$ cat src/rtl/spi_xcvr_pkg.sv
package spi_xcvr_pkg;
  localparam int DW = 8;
  localparam int NSTEP = 2 * DW + 1;
  localparam int KW = $clog2(NSTEP);
  localparam int CW = $clog2(DW + 1);

  // edge_b = 1: data launched on trailing edge; half-step k counts from 0.
  function automatic logic samp_step(input logic [KW-1:0] k, input logic edge_b, input logic smp);
    if (edge_b)
      samp_step = (k < KW'(2 * DW)) && (k[0] == smp);
    else if (smp)
      samp_step = (k != '0) && !k[0];
    else
      samp_step = k[0];
  endfunction

  function automatic logic shift_step(input logic [KW-1:0] k, input logic edge_b);
    shift_step = edge_b ? k[0] : ((k != '0) && !k[0]);
  endfunction

  function automatic logic toggle_step(input logic [KW-1:0] k);
    toggle_step = (k < KW'(2 * DW));
  endfunction
endpackage

$ cat src/rtl/spi_xcvr_mseq.sv
module spi_xcvr_mseq import spi_xcvr_pkg::*; #(
  parameter int DIV_HALF = 4
) (
  input  logic clk,
  input  logic rst_n,
  input  logic en,
  input  logic run_en,
  input  logic start,
  input  logic edge_b,
  input  logic smp,
  output logic busy_o,
  output logic act_o,
  output logic samp_o,
  output logic shift_o,
  output logic done_o
);
  localparam int DCW = (DIV_HALF > 1) ? $clog2(DIV_HALF) : 1;
  localparam logic [DCW-1:0] DIV_LAST = DCW'(DIV_HALF - 1);
  localparam logic [KW-1:0] K_LAST = KW'(2 * DW);

  logic [KW-1:0]  k_q;
  logic [DCW-1:0] div_q;
  logic           busy_q, act_q;
  logic           step;

  assign step = busy_q && run_en && (div_q == DIV_LAST);

  always_ff @(posedge clk or negedge rst_n) begin
    if (!rst_n) begin
      k_q <= '0; div_q <= '0; busy_q <= 1'b0; act_q <= 1'b0;
    end else if (!en) begin
      k_q <= '0; div_q <= '0; busy_q <= 1'b0; act_q <= 1'b0;
    end else if (start && !busy_q) begin
      k_q <= '0; div_q <= '0; busy_q <= 1'b1; act_q <= 1'b0;
    end else if (busy_q && run_en) begin
      if (div_q == DIV_LAST) begin
        div_q <= '0;
        if (toggle_step(k_q)) act_q <= ~act_q;
        if (k_q == K_LAST) busy_q <= 1'b0;
        else k_q <= k_q + 1'b1;
      end else begin
        div_q <= div_q + 1'b1;
      end
    end
  end

  assign busy_o  = busy_q;
  assign act_o   = act_q;
  assign samp_o  = step && samp_step(k_q, edge_b, smp);
  assign shift_o = step && shift_step(k_q, edge_b);
  assign done_o  = step && (k_q == K_LAST);

  assert_freeze_R7: assert property (@(posedge clk) disable iff (!rst_n)
    (busy_q && en && !run_en) |=> (busy_q && $stable(k_q) && $stable(act_q)));
  assert_idle_level_R1: assert property (@(posedge clk) disable iff (!rst_n)
    !busy_q |-> !act_q);
  assert_done_ends_R11: assert property (@(posedge clk) disable iff (!rst_n)
    done_o |=> !busy_q);
endmodule

$ cat src/rtl/spi_xcvr_sseq.sv
module spi_xcvr_sseq import spi_xcvr_pkg::*; (
  input  logic clk,
  input  logic rst_n,
  input  logic en,
  input  logic cpol,
  input  logic edge_b,
  input  logic sck_i,
  input  logic ss_n,
  output logic active_o,
  output logic samp_o,
  output logic shift_o,
  output logic done_o
);
  localparam logic [CW-1:0] C_LAST = CW'(DW - 1);

  logic [1:0]    sck_s, ss_s;
  logic          sck_d;
  logic [CW-1:0] cnt_q;
  logic          sel, lead, trail;

  always_ff @(posedge clk or negedge rst_n) begin
    if (!rst_n) begin
      sck_s <= '0; sck_d <= 1'b0; ss_s <= 2'b11;
    end else begin
      sck_s <= {sck_s[0], sck_i};
      sck_d <= sck_s[1];
      ss_s  <= {ss_s[0], ss_n};
    end
  end

  assign sel   = en && !ss_s[1];
  assign lead  = (sck_s[1] != sck_d) && (sck_s[1] != cpol);
  assign trail = (sck_s[1] != sck_d) && (sck_s[1] == cpol);

  assign samp_o  = sel && (edge_b ? lead : trail);
  assign shift_o = sel && (edge_b ? trail : (lead && (cnt_q != '0)));
  assign done_o  = samp_o && (cnt_q == C_LAST);

  always_ff @(posedge clk or negedge rst_n) begin
    if (!rst_n)        cnt_q <= '0;
    else if (!sel)     cnt_q <= '0;
    else if (samp_o)   cnt_q <= (cnt_q == C_LAST) ? '0 : cnt_q + 1'b1;
  end

  assign active_o = (cnt_q != '0);

  assert_deselect_clears_R9: assert property (@(posedge clk) disable iff (!rst_n)
    ss_s[1] |=> (cnt_q == '0));
endmodule

$ cat src/rtl/spi_xcvr_stat.sv
module spi_xcvr_stat import spi_xcvr_pkg::*; (
  input  logic          clk,
  input  logic          rst_n,
  input  logic          en,
  input  logic          wr_en,
  input  logic          busy,
  input  logic          done,
  input  logic [DW-1:0] rx_byte,
  input  logic          rd_en,
  input  logic [2:0]    flag_clr,
  input  logic          irq_en,
  output logic          load_o,
  output logic [DW-1:0] rx_buf_o,
  output logic          full_o,
  output logic          wcol_o,
  output logic          ovf_o,
  output logic          irq_o,
  output logic          wake_o
);
  logic [DW-1:0] rx_buf_q;
  logic full_q, wcol_q, ovf_q, irq_q;
  logic coll, held, over;

  assign load_o = en && wr_en && !busy;
  assign coll   = en && wr_en && busy;
  assign held   = full_q && !rd_en;
  assign over   = done && held;

  always_ff @(posedge clk or negedge rst_n) begin
    if (!rst_n) begin
      rx_buf_q <= '0; full_q <= 1'b0; wcol_q <= 1'b0; ovf_q <= 1'b0; irq_q <= 1'b0;
    end else begin
      if (done && !held) begin
        rx_buf_q <= rx_byte;
        full_q   <= 1'b1;
      end else if (rd_en) begin
        full_q <= 1'b0;
      end
      wcol_q <= coll | (wcol_q & ~flag_clr[0]);
      ovf_q  <= over | (ovf_q & ~flag_clr[1]);
      irq_q  <= done | (irq_q & ~flag_clr[2]);
    end
  end

  assign rx_buf_o = rx_buf_q;
  assign full_o   = full_q;
  assign wcol_o   = wcol_q;
  assign ovf_o    = ovf_q;
  assign irq_o    = irq_q;
  assign wake_o   = irq_q && irq_en;

  assert_wcol_set_R3: assert property (@(posedge clk) disable iff (!rst_n)
    coll |=> wcol_q);
  assert_no_overwrite_R4: assert property (@(posedge clk) disable iff (!rst_n)
    over |=> (ovf_q && $stable(rx_buf_q)));
  assert_read_clears_R5: assert property (@(posedge clk) disable iff (!rst_n)
    (rd_en && !done) |=> !full_q);
  assert_irq_set_R6: assert property (@(posedge clk) disable iff (!rst_n)
    done |=> irq_q);
endmodule

$ cat src/rtl/spi_xcvr.sv
module spi_xcvr import spi_xcvr_pkg::*; #(
  parameter int DIV_HALF = 4
) (
  input  logic          clk,
  input  logic          rst_n,
  input  logic          run_en,
  input  logic          cfg_en,
  input  logic          cfg_master,
  input  logic          cfg_cpol,
  input  logic          cfg_edge,
  input  logic          cfg_smp,
  input  logic          irq_en,
  input  logic          wr_en,
  input  logic [DW-1:0] wr_data,
  input  logic          rd_en,
  output logic [DW-1:0] rd_data,
  input  logic [2:0]    flag_clr,
  output logic          busy,
  output logic          buf_full,
  output logic          wcol,
  output logic          ovf,
  output logic          irq,
  output logic          wake,
  output logic          sck_o,
  input  logic          sck_i,
  input  logic          ss_n,
  input  logic          sdi,
  output logic          sdo,
  output logic          sdo_oe
);
  logic m_en, s_en, load, start;
  logic m_busy, m_act, m_samp, m_shift, m_done;
  logic s_act, s_samp, s_shift, s_done;
  logic samp_evt, shift_evt, done_evt;
  logic [DW-1:0] tx_sr, rx_sr, rx_next, rx_done;

  assign m_en = cfg_en && cfg_master;
  assign s_en = cfg_en && !cfg_master;

  spi_xcvr_mseq #(.DIV_HALF(DIV_HALF)) u_mseq (
    .clk(clk), .rst_n(rst_n), .en(m_en), .run_en(run_en), .start(start),
    .edge_b(cfg_edge), .smp(cfg_smp), .busy_o(m_busy), .act_o(m_act),
    .samp_o(m_samp), .shift_o(m_shift), .done_o(m_done));

  spi_xcvr_sseq u_sseq (
    .clk(clk), .rst_n(rst_n), .en(s_en), .cpol(cfg_cpol), .edge_b(cfg_edge),
    .sck_i(sck_i), .ss_n(ss_n), .active_o(s_act), .samp_o(s_samp),
    .shift_o(s_shift), .done_o(s_done));

  assign samp_evt  = m_samp | s_samp;
  assign shift_evt = m_shift | s_shift;
  assign done_evt  = m_done | s_done;
  assign busy      = cfg_master ? m_busy : s_act;
  assign start     = load && cfg_master;
  assign rx_next   = {rx_sr[DW-2:0], sdi};
  assign rx_done   = samp_evt ? rx_next : rx_sr;

  spi_xcvr_stat u_stat (
    .clk(clk), .rst_n(rst_n), .en(cfg_en), .wr_en(wr_en), .busy(busy),
    .done(done_evt), .rx_byte(rx_done), .rd_en(rd_en), .flag_clr(flag_clr),
    .irq_en(irq_en), .load_o(load), .rx_buf_o(rd_data), .full_o(buf_full),
    .wcol_o(wcol), .ovf_o(ovf), .irq_o(irq), .wake_o(wake));

  always_ff @(posedge clk or negedge rst_n) begin
    if (!rst_n) begin
      tx_sr <= '0; rx_sr <= '0;
    end else begin
      if (load)           tx_sr <= wr_data;
      else if (shift_evt) tx_sr <= {tx_sr[DW-2:0], 1'b0};
      if (samp_evt)       rx_sr <= rx_next;
    end
  end

  assign sdo    = tx_sr[DW-1];
  assign sdo_oe = cfg_en && (cfg_master || !ss_n);
  assign sck_o  = cfg_cpol ^ (m_act && cfg_master);

  assert_msb_first_R1: assert property (@(posedge clk) disable iff (!rst_n)
    load |=> (sdo == $past(wr_data[DW-1])));
  assert_one_source_R8: assert property (@(posedge clk) disable iff (!rst_n)
    !(m_done && s_done));
endmodule

$ cat config.mk
export PLATFORM = sky130hd
export DESIGN_NAME = spi_xcvr
export DESIGN_NICKNAME = d
export VERILOG_FILES = /design/src/rtl/spi_xcvr_pkg.sv /design/src/rtl/spi_xcvr_mseq.sv /design/src/rtl/spi_xcvr_sseq.sv /design/src/rtl/spi_xcvr_stat.sv /design/src/rtl/spi_xcvr.sv
export SDC_FILE = /design/constraint.sdc
export NUM_CORES = 1
export LEC_CHECK = 0
export ABC_AREA = 1
export BUFFER_PORTS_ARGS = -buffer_cell sky130_fd_sc_hd__buf_2
export CELL_PAD_IN_SITES_DETAIL_PLACEMENT = 2
export CELL_PAD_IN_SITES_GLOBAL_PLACEMENT = 2
export CORE_AREA = 5 5 91 93
export CTS_CLUSTER_DIAMETER = 40
export DETAILED_ROUTE_END_ITERATION = 10
export DIE_AREA = 0 0 96 98
export PLACE_DENSITY_LB_ADDON = 0.1
export SETUP_SLACK_MARGIN = 0.3
export SLEW_MARGIN = 25
export SYNTH_ARGS = -nofsm -noshare
export SYNTH_HDL_FRONTEND = slang
export SYNTH_SLANG_ARGS = --single-unit
$ cat constraint.sdc
create_clock -name clk -period 2 [get_ports clk]
set_input_delay 0.3 -clock clk [delete_from_list [all_inputs] [get_ports clk]]
set_output_delay 0.3 -clock clk [all_outputs]
set_load 0.05 [all_outputs]
==> results of run 1 <==
==> cell families after synthesis <==
group           Yosys count  synth area share, %
fa+ha+maj                 5                 2.71
simple gates            169                 33.8
buf+inv                  30                 5.52
xor+xnor                  1                0.379
flops                    46                 49.9
compound gates           28                 7.69
==> worst paths after layout <==
| path | endpoint | slack, ps |
|---|---|---|
| max in group asynchronous | rx_sr[1]$_DFF_PN0_ | 960 |
| min | u_sseq.ss_s[0]$_DFF_PN1_ | 100 |
| min in group asynchronous | u_stat.rx_buf_o[6]$_DFFE_PN0P_ | 500 |
| max reg2reg | u_sseq.cnt_q[1]$_DFFE_PN0P_ | 280 |
| min reg2reg | u_sseq.ss_s[1]$_DFF_PN1_ | 360 |
| max | busy | 210 |
==> where the power goes <==
group / switching, W / internal, W
registers: 0.0000375 / 0.000991
clock network: 0.000337 / 0.000279
logic: 0.000189 / 0.000107
==> area by class of cell <==
type / instances / share of cell area, %
clock buffers: 6 / 2.74
clock inverters: 2 / 0.415
inverters: 28 / 3.73
multi-input cells: 205 / 36.9
flip-flops and latches: 46 / 38.2
well taps: 102 / 4.23
repair buffers: 65 / 13.7
==> repair_timing <==
action,in CTS,in global routing
hold buffers,1,0
endpoints found under the setup margin,8,18
hold endpoints to repair,17,0
setup buffers,13,7
pin swaps,3,4
gates resized for setup,9,15
cloned,0,2
==> Yosys cell counts (all sizes together) <==
cell type / number / area (µm²)
a211oi: 1 / 7.51
a21boi: 1 / 11.3
a21oi: 8 / 51.3
a31o: 1 / 8.76
buf: 2 / 22.5
dfrtp: 44 / 1100
dfstp: 2 / 52.6
ha: 5 / 62.6
inv: 28 / 105
nand2: 121 / 504
nand3: 19 / 120
nand4: 9 / 56.3
nor2: 16 / 62.6
nor3: 2 / 21.3
nor3b: 1 / 7.51
o211ai: 2 / 20.0
o21ai: 12 / 60.1
o22ai: 3 / 18.8
or2: 1 / 8.76
xor2: 1 / 8.76
==> layer usage <==
layer / wire length, µm / GRT usage, % / share of wire, % / vias up
li1: - / - / - / 1039
met1: 2920 / 18.2 / 44 / 1035
met2: 3450 / 25.3 / 52 / 30
met3: 187 / 2.85 / 2.8 / 5
met4: 53 / 2.95 / 0.80 / 0
met5: 0 / 0 / 0 / -
==> registers in the layout (all words and copies together), names as in the netlist, 2 cells and up <==
| register | cells |
|---|---|
| rx_sr | 8 |
| tx_sr | 8 |
| u_stat.rx_buf_o | 8 |
| u_mseq.k_q | 5 |
| u_sseq.sck_s | 2 |
| u_sseq.ss_s | 2 |
| u_mseq.div_q | 2 |
| u_sseq.cnt_q | 4 |
==> cells in the final DEF, fill, tap and decap left out, types with 2 or more instances in the layout <==
master / instances
nand3_1: 14
inv_1: 19
buf_2: 40
o21ai_1: 3
ha_1: 4
nand4_1: 9
nor2_1: 15
buf_4: 21
dfstp_2: 2
a21oi_1: 7
o21ai_0: 8
nand2_4: 7
nand2_1: 108
clkbuf_8: 6
dfrtp_1: 44
o22ai_1: 3
inv_2: 8
nand3_2: 4
nand2_2: 7
==> through the flow <==
| step | cells | util, % | area, µm² | setup WS (ps) |
|---|---|---|---|---|
| after detailed placement | 423 | 35.7 | 2660 | 291 |
| after global placement | 423 | 35.7 | 2660 | 344 |
| after CTS | 445 | 38.7 | 2880 | 246 |
| after floorplan | 279 | - | 2310 | 497 |
| after global routing | 454 | 40.5 | 3020 | 125 |
| final | 454 | 40.5 | 3020 | 212 |
==> metrics.txt, run 1 <==
Slew Limit Headroom 64.3%; share of layout cells above drive strength 1 32.1%; Hold WC Path Type in -> reg; Hold Startpoint ss_n; die width 96 µm; register area 0.00115 mm²; final hold vios 0; clock buffer count from CTS 5; nets 381; Setup crit end kind output port; core area 0.00745 mm²; hold path cells 1; delay-heaviest family, CP flip-flops; CTS Sinks 46; clk_skew 8.27 ps; antenna violations before repair 0; CP most frequent cell inv_2; Leak 1.63 nW; Placer Congestion 0.699; critical path, cell by cell inv_2, ha_4, nor3b_4, nand2_2, nand2_4, inv_2, buf_8; initial DRC count 28; Starting Density 31.0%; crit path from u_sseq.cnt_q[1]$_DFFE_PN0P_; Detail Placement HPWL 4.63 mm; CP startpoint kind flip-flop; global-route usage over all layers 14.5%; H-tree depth 2; hold_ws 97.8 ps; Syn. warnings 0; site row count 32; drc violations 0; RSZ-0062 raised after global routing true; CTS root buffer clkbuf_8; critical-path maximum fanout 2; 1st-pass router iterations 4; fillers 889; final setup fails 0; Clock transition at path regs 90 ps; n_diodes 0; VDD IR-drop max 0.000236 V; delay of the slowest cell on the worst path 410 ps; Area growth, synth to finish 30.5%; io pins 42; CP max stage cell dfrtp_1; syn_nets 309; Synth cell types 29; Fmax 559 MHz; CTS tree yes; antenna-violating nets left 0; area of the multi-input gates 0.00111 mm²; Worst-Margin Slew 536 ps; Buffers on Ports 41; cells after synthesis 279; worst flop-to-flop path startpoint u_sseq.cnt_q[1]$_DFFE_PN0P_; Worst-Skew Late Latency 300 ps; status complete, no violations; first-pass GRT wire length 10.9 mm; vias in the first global route 2286; vias per cell 4.65; full die area 0.00941 mm²; Wirelength per Cell 14.6 µm; Power, Total 0.00194 W; largest net degree at the start of global routing 22; PwrDens 643 mW/mm²; CP arrival 1490 ps; WP buf/inv 3; Mapped Area 0.00231 mm²; clock period minus worst slack 1790 ps; Die H 98 µm; Routed WL 6.61 mm; CP Depth 7; syn avg cell area 8.28 µm²; Tcrit/Tclk final 89.4%; setup tns final 0 ps; Max Cap Viol 0; CP Class reg -> out; sequential element share of the synthesized area 49.9%; WP data required 1700 ps; Synth Register Bits 46; grt ovf 0; max-slew violations 0; Register-to-Register Path Depth 11; Clock Tree Buf Depth 2; vias 2109
(Power assumes the default switching activity.)
==> run 2, diff against run 1 <==
--- a/config.mk
+++ b/config.mk
@@ -5,16 +5,14 @@
 export SDC_FILE = /design/constraint.sdc
 export NUM_CORES = 1
 export LEC_CHECK = 0
-export ABC_AREA = 1
 export BUFFER_PORTS_ARGS = -buffer_cell sky130_fd_sc_hd__buf_2
 export CELL_PAD_IN_SITES_DETAIL_PLACEMENT = 2
 export CELL_PAD_IN_SITES_GLOBAL_PLACEMENT = 2
-export CORE_AREA = 5 5 91 93
+export CORE_AREA = 5 5 87 89
 export CTS_CLUSTER_DIAMETER = 40
 export DETAILED_ROUTE_END_ITERATION = 10
-export DIE_AREA = 0 0 96 98
-export PLACE_DENSITY_LB_ADDON = 0.1
-export SETUP_SLACK_MARGIN = 0.3
+export DIE_AREA = 0 0 92 94
+export PLACE_DENSITY = 0.88
 export SLEW_MARGIN = 25
 export SYNTH_ARGS = -nofsm -noshare
 export SYNTH_HDL_FRONTEND = slang
==> metrics.txt, run 2 <==
status complete, but fails checks; violated checks negative setup slack; VDD IR-drop max 0.000305 V (+29%); Buffers on Ports 41 (unchanged); clk_skew 10.0 ps (+1.75 ps); antenna violations before repair 0 (unchanged); syn avg cell area 11.1 µm² (+34%); most frequent cells in the layout dfrtp_1 (44), buf_2 (40), buf_4 (25); grt ovf 0 (unchanged); Placer Congestion 0.745 (+6.7%); Detail Placement HPWL 4.75 mm (+2.6%); PwrDens 644 mW/mm² (+0.10%); clock buffer count from CTS 5 (unchanged); Synth cell types 42 (+45%); nets 311 (-18%); max-slew violations 0 (unchanged); first-pass GRT wire length 10.9 mm (unchanged); Fmax 417 MHz (-26%); Worst-Skew Late Latency 300 ps (about the same); core area 0.00668 mm² (-10%); synth top area cells dfrtp_1 (47%), mux2_4 (10%), mux2i_1 (4.7%), o32ai_1 (3.0%), inv_1 (2.7%); setup tns final -5130 ps (-5130 ps); sequential element share of the synthesized area 49.5% (-0.46 points); Setup crit end kind flip-flop; Area growth, synth to finish 29.1%; Starting Density 34.9% (+3.9 points); top cell type's share of synthesized area 47.2% (-0.43 points); 1st-pass router iterations 4 (unchanged); vias per cell 5.26 (+13%); Die H 94 µm (-4.1%); most common cell after layout, fill and taps aside dfrtp_1; WP data required 2200 ps (+500 ps); Synth Register Bits 46 (unchanged); fin worst setup slack -400 ps (-613 ps); Clock transition at path regs 100 ps (about the same); EDFF count, synth 0 (unchanged); Post-synth top cells dfrtp_1 (44), inv_1 (17), nand2_1 (17), nor2_1 (17), mux2_4 (16); CTS tree yes; Hold WC Path Type in -> async; die width 92 µm (-4.2%); H-tree depth 2 (unchanged); final setup fails 24 (+24); drc violations 0 (unchanged); Final Instance Count excl. Fillers 362 (-20%); cells after synthesis 210 (-25%); Syn. warnings 0 (unchanged); syn_nets 240 (-22%); Clock Tree Buf Depth 2 (unchanged); largest net degree at the start of global routing 47 (+110%); final hold vios 0 (unchanged); CTS root buffer clkbuf_8; Mapped Area 0.00233 mm² (+0.92%); cts hold-fix bufs 0 (-1); full die area 0.00865 mm² (-8.1%); async set-reset flop share out of synthesis 100% (unchanged); critical-path maximum fanout 8 (+6); site row count 30 (-6.3%); CP Class reg -> reg; CP startpoint kind flip-flop; Leak 1.45 nW (-11%); Tcrit/Tclk final 120% (+31 points); initial DRC count 42 (+50%); pre-CTS setup slack -465 ps (-756 ps); RSZ-0062 raised after global routing true; Slew Limit Headroom 54.9% (-9.3 points); Max Cap Viol 0 (unchanged); fillers 726 (-18%); Worst-Margin Slew 676 ps (+140 ps); Wirelength per Cell 18.5 µm (+27%); vias 1905 (-9.7%); CTS Sinks 46 (unchanged); Synth Flop Type dfrtp_1; share of layout cells above drive strength 1 40.8% (+8.7 points); area leader, netlist dfrtp_1; clock period minus worst slack 2400 ps (+613 ps); CP arrival 2600 ps (+1110 ps); vias in the first global route 2236 (-2.2%); Power, Total 0.00194 W (-0.10%); io pins 42 (unchanged); most frequent cell after synthesis dfrtp_1; dpl cells 348 (-18%); Routed WL 6.69 mm (+1.2%); n_diodes 0 (unchanged); antenna-violating nets left 0 (unchanged); global-route usage over all layers 15.8% (+1.4 points); fin util 45.1% (+4.5 points)
-- run 2: cell types whose count changed in the layout (fill, tap and decap cells not counted), sizes merged, moves of 5 or more --
cell	before	now
or3	0	10
mux2i	0	11
nand3	19	1
a211oi	1	7
nand2	123	17
o21ai	12	2
mux2	0	17
inv	28	18
nand4	9	3
o32ai	0	8
buf	64	69
-- run 2: report_power, final --
| part | switching, W | internal (W) |
|---|---|---|
| clock | 0.000349 | 0.000250 |
| sequential | 0.0000439 | 0.000991 |
| combinational | 0.000167 | 0.000136 |
| total | 0.000561 | 0.00138 |
-- run 2: kinds of logic (layout without fill, tap and decap cells) --
kind of cell	count (synthesis)	in the layout	share of synthesized area, %
buf+inv	22	94	3.92
compound gates	38	38	12.1
flops	46	46	49.5
simple gates	65	65	14.1
mux	28	28	15.5
xor+xnor	6	6	2.25
fa+ha+maj	5	5	2.68
-- run 2: stage by stage --
stage | cell area (µm²) | hold WS, ps
2_1_floorplan | 2350 | 4.41
3_3_place_gp | 2800 | 347
3_5_place_dp | 2800 | 356
4_1_cts | 2950 | 90.1
5_1_grt | 3010 | 78.3
6_report | 3010 | 72.9
-- run 2: timing repair --
action | in CTS | in global routing
resized for setup | 11 | 8
endpoints found under the setup margin | 25 | 25
setup buffers | 3 | 3
-- run 2: routing by layer --
layer  vias to the layer above  global-route usage, %  wire length, µm
li1                        884                      -                -
met1                       972                   19.7             2910
met4                         0                   4.21              101
met5                         -                      0                0
met3                         7                   3.61              282
met2                        42                   27.6             3400
-- run 2: final timing paths --
| path | start | end | slack, ps | depth (start not counted) |
|---|---|---|---|---|
| min reg2reg | u_sseq.ss_s[0]$_DFF_PN1_ | u_sseq.ss_s[1]$_DFF_PN1_ | 370 | 0 |
| min in group clk | sck_i | u_sseq.sck_s[0]$_DFF_PN0_ | 100 | 1 |
| max | u_mseq.k_q[1]$_DFFE_PN0P_ | u_stat.rx_buf_o[4]$_DFFE_PN0P_ | -400 | 7 |
| min | rst_n | rx_sr[3]$_DFF_PN0_ | 70 | 2 |
| max reg2reg | u_mseq.k_q[1]$_DFFE_PN0P_ | u_stat.rx_buf_o[4]$_DFFE_PN0P_ | -400 | 7 |
| max in group asynchronous | rst_n | u_sseq.cnt_q[0]$_DFFE_PN0P_ | 1510 | 2 |
-- run 2: cell type report --
type,instances,area (µm²),share of cell area [%]
well taps,80,100,3.33
inverters,17,63.8,2.12
flip-flops and latches,46,1150,38.3
repair buffers,69,442,14.7
clock buffers,5,68.8,2.29
clock inverters,3,23.8,0.790
multi-input cells,142,1160,38.5
-- run 2: worst max-delay path, cell delays in order, from the launching register on --
cell     delay [ps]
dfrtp_1         400
inv_2            80
ha_4            130
or4b_4          460
a211o_1         270
a32o_2          350
mux2_4          340
mux2_4          260
==> run 3, diff against run 2 <==
--- a/config.mk
+++ b/config.mk
@@ -13,6 +13,7 @@
 export DETAILED_ROUTE_END_ITERATION = 10
 export DIE_AREA = 0 0 92 94
 export PLACE_DENSITY = 0.88
+export SKIP_CTS_REPAIR_TIMING = 1
 export SLEW_MARGIN = 25
 export SYNTH_ARGS = -nofsm -noshare
 export SYNTH_HDL_FRONTEND = slang
==> metrics.txt, run 3 (synthesis results as in run 2) <==
status complete, but fails checks; violated checks negative setup slack; Buffers on Ports 41 (unchanged); Hold WC Path Type in -> async; Area growth, synth to finish 29.2%; Die H 94 µm (unchanged); vias 1907 (+0.10%); CP startpoint kind flip-flop; vias per cell 5.27 (+0.10%); Gate power share 15.9% (+0.2 points); Fmax 415 MHz (-0.41%); Detail Placement HPWL 4.75 mm (unchanged); sequential power share 53.2% (-0.2 points); Starting Density 34.9% (unchanged); Max Cap Viol 0 (unchanged); antenna-violating nets left 0 (unchanged); first-pass GRT wire length 10.7 mm (-1.5%); CP max stage cell or4b_4; Placer Congestion 0.745 (unchanged); Slew Limit Headroom 54.4% (-0.51 points); PwrDens 646 mW/mm² (+0.25%); global-route usage over all layers 15.5% (-0.36 points); Clk pwr share 30.9% (about the same); io pins 42 (unchanged); Routed WL 6.63 mm (-0.90%); delay of the slowest cell on the worst path 460 ps (about the same); Tcrit/Tclk final 120% (+0.49 points); Worst-Margin Slew 684 ps (+7.70 ps); Wirelength per Cell 18.3 µm (-0.90%); n_diodes 0 (unchanged); grt ovf 0 (unchanged); fillers 727 (+0.14%); CP Class reg -> reg; critical path, cell by cell inv_2, ha_4, or4b_4, a211o_1, a32o_2, mux2_4, mux2_4; site row count 30 (unchanged); fin worst setup slack -410 ps (-9.79 ps); clock buffer count from CTS 5 (unchanged); Leak 1.45 nW (+0.15%); H-tree depth 2 (unchanged); largest net degree at the start of global routing 47 (unchanged); design area 0.00301 mm² (+0.12%); nets 311 (unchanged); most frequent cells in the layout dfrtp_1 (44), buf_2 (40), buf_4 (26); pre-CTS setup slack -465 ps (unchanged); critical-path maximum fanout 8 (unchanged); clock period minus worst slack 2410 ps (+9.79 ps); die width 92 µm (unchanged); clk_skew 8.58 ps (-1.43 ps); final setup fails 24 (unchanged); CTS root buffer clkbuf_8; full die area 0.00865 mm² (unchanged); RSZ-0062 raised after global routing true; Worst-Skew Late Latency 300 ps (about the same); Clock transition at path regs 100 ps (about the same); 1st-pass router iterations 4 (unchanged); CTS tree yes; VDD IR-drop max 0.000294 V (-3.6%); Clock Tree Buf Depth 2 (unchanged); vias in the first global route 2213 (-1.0%); final hold vios 0 (unchanged); Register-to-Register Path Depth 7 (unchanged); hold_ws 74.7 ps (+1.78 ps); Setup crit end kind flip-flop; Net Sw Frac 29.0% (+0.13 points); most common cell after layout, fill and taps aside dfrtp_1; CTS Sinks 46 (unchanged); initial DRC count 49 (+17%); DP Area 0.00280 mm² (unchanged); core area 0.00668 mm² (unchanged); WP data required 2200 ps (about the same); fin util 45.1% (+0.056 points); Net Sw Power 0.000565 W (+0.81%); antenna violations before repair 0 (unchanged); max-slew violations 0 (unchanged); CP most frequent cell mux2_4; share of layout cells above drive strength 1 41.5% (+0.71 points); drc violations 0 (unchanged); CP arrival 2610 ps (about the same); internal power consumption 0.00138 W (+0.19%)
run 3: changes by cell type in the layout (fill, tap and decap cells not counted):
cell / before / now
buf_4: 25 / 26
buf_6: 3 / 2
inv_1: 14 / 13
inv_2: 3 / 4
o32ai_1: 8 / 7
o32ai_2: 0 / 1
run 3: final timing paths:
check | slack [ps] | endpoint | from
max | -410 | u_stat.rx_buf_o[4]$_DFFE_PN0P_ | u_mseq.k_q[1]$_DFFE_PN0P_
min | 70 | rx_sr[3]$_DFF_PN0_ | rst_n
max reg2reg | -410 | u_stat.rx_buf_o[4]$_DFFE_PN0P_ | u_mseq.k_q[1]$_DFFE_PN0P_
min reg2reg | 370 | u_sseq.ss_s[1]$_DFF_PN1_ | u_sseq.ss_s[0]$_DFF_PN1_
max in group asynchronous | 1510 | u_sseq.cnt_q[0]$_DFFE_PN0P_ | rst_n
min in group clk | 100 | u_sseq.sck_s[0]$_DFF_PN0_ | sck_i
run 3: stage by stage:
stage          power (W)  setup TNS (ps)  std cells
2_1_floorplan    0.00122           -4760        210
3_3_place_gp     0.00132           -4220        348
3_5_place_dp     0.00134           -6320        348
4_1_cts          0.00195           -7580        356
5_1_grt          0.00205           -6210        362
6_report         0.00195           -5180        362
run 3: critical path: cells and delay by family (launching register included):
family | cells | cell delay [ps]
AO/OA/AOI/OAI | 2 | 620
flip-flops | 1 | 410
AND/OR/NAND/NOR | 1 | 460
buffers and inverters | 1 | 80
multiplexers | 2 | 600
adder cells (fa/ha/maj) | 1 | 130
run 3: routing by layer:
metal	wire (µm)	share of wire [%]	global-route usage, %	vias to the layer above
met5	0	0	0	-
met4	87	1.3	3.96	0
met3	290	4.4	3.61	8
met2	3350	51	26.9	46
met1	2900	44	19.3	967
li1	-	-	-	886
run 3: layout make-up:
type                            count  area [µm²]  area share (%)
Timing Repair Buffer               69         438            14.5
Sequential cell                    46        1150            38.3
Multi-Input combinational cell    142        1170            38.7
Tap cell                           80         100            3.32
Clock inverter                      3        23.8           0.789
Clock buffer                        5        68.8            2.28
Inverter                           17        63.8            2.12
run 3: power by group through the flow:
| stage | clock (W) | sequential (W) | combinational [W] |
|---|---|---|---|
| finish | 0.000602 | 0.00104 | 0.000309 |
| CTS | 0.000624 | 0.00103 | 0.000290 |
| detailed placement | 0 | 0.00105 | 0.000288 |
| global route | 0.000666 | 0.00104 | 0.000341 |
| floorplan | 0 | 0.00105 | 0.000163 |
| global placement | 0 | 0.00105 | 0.000273 |
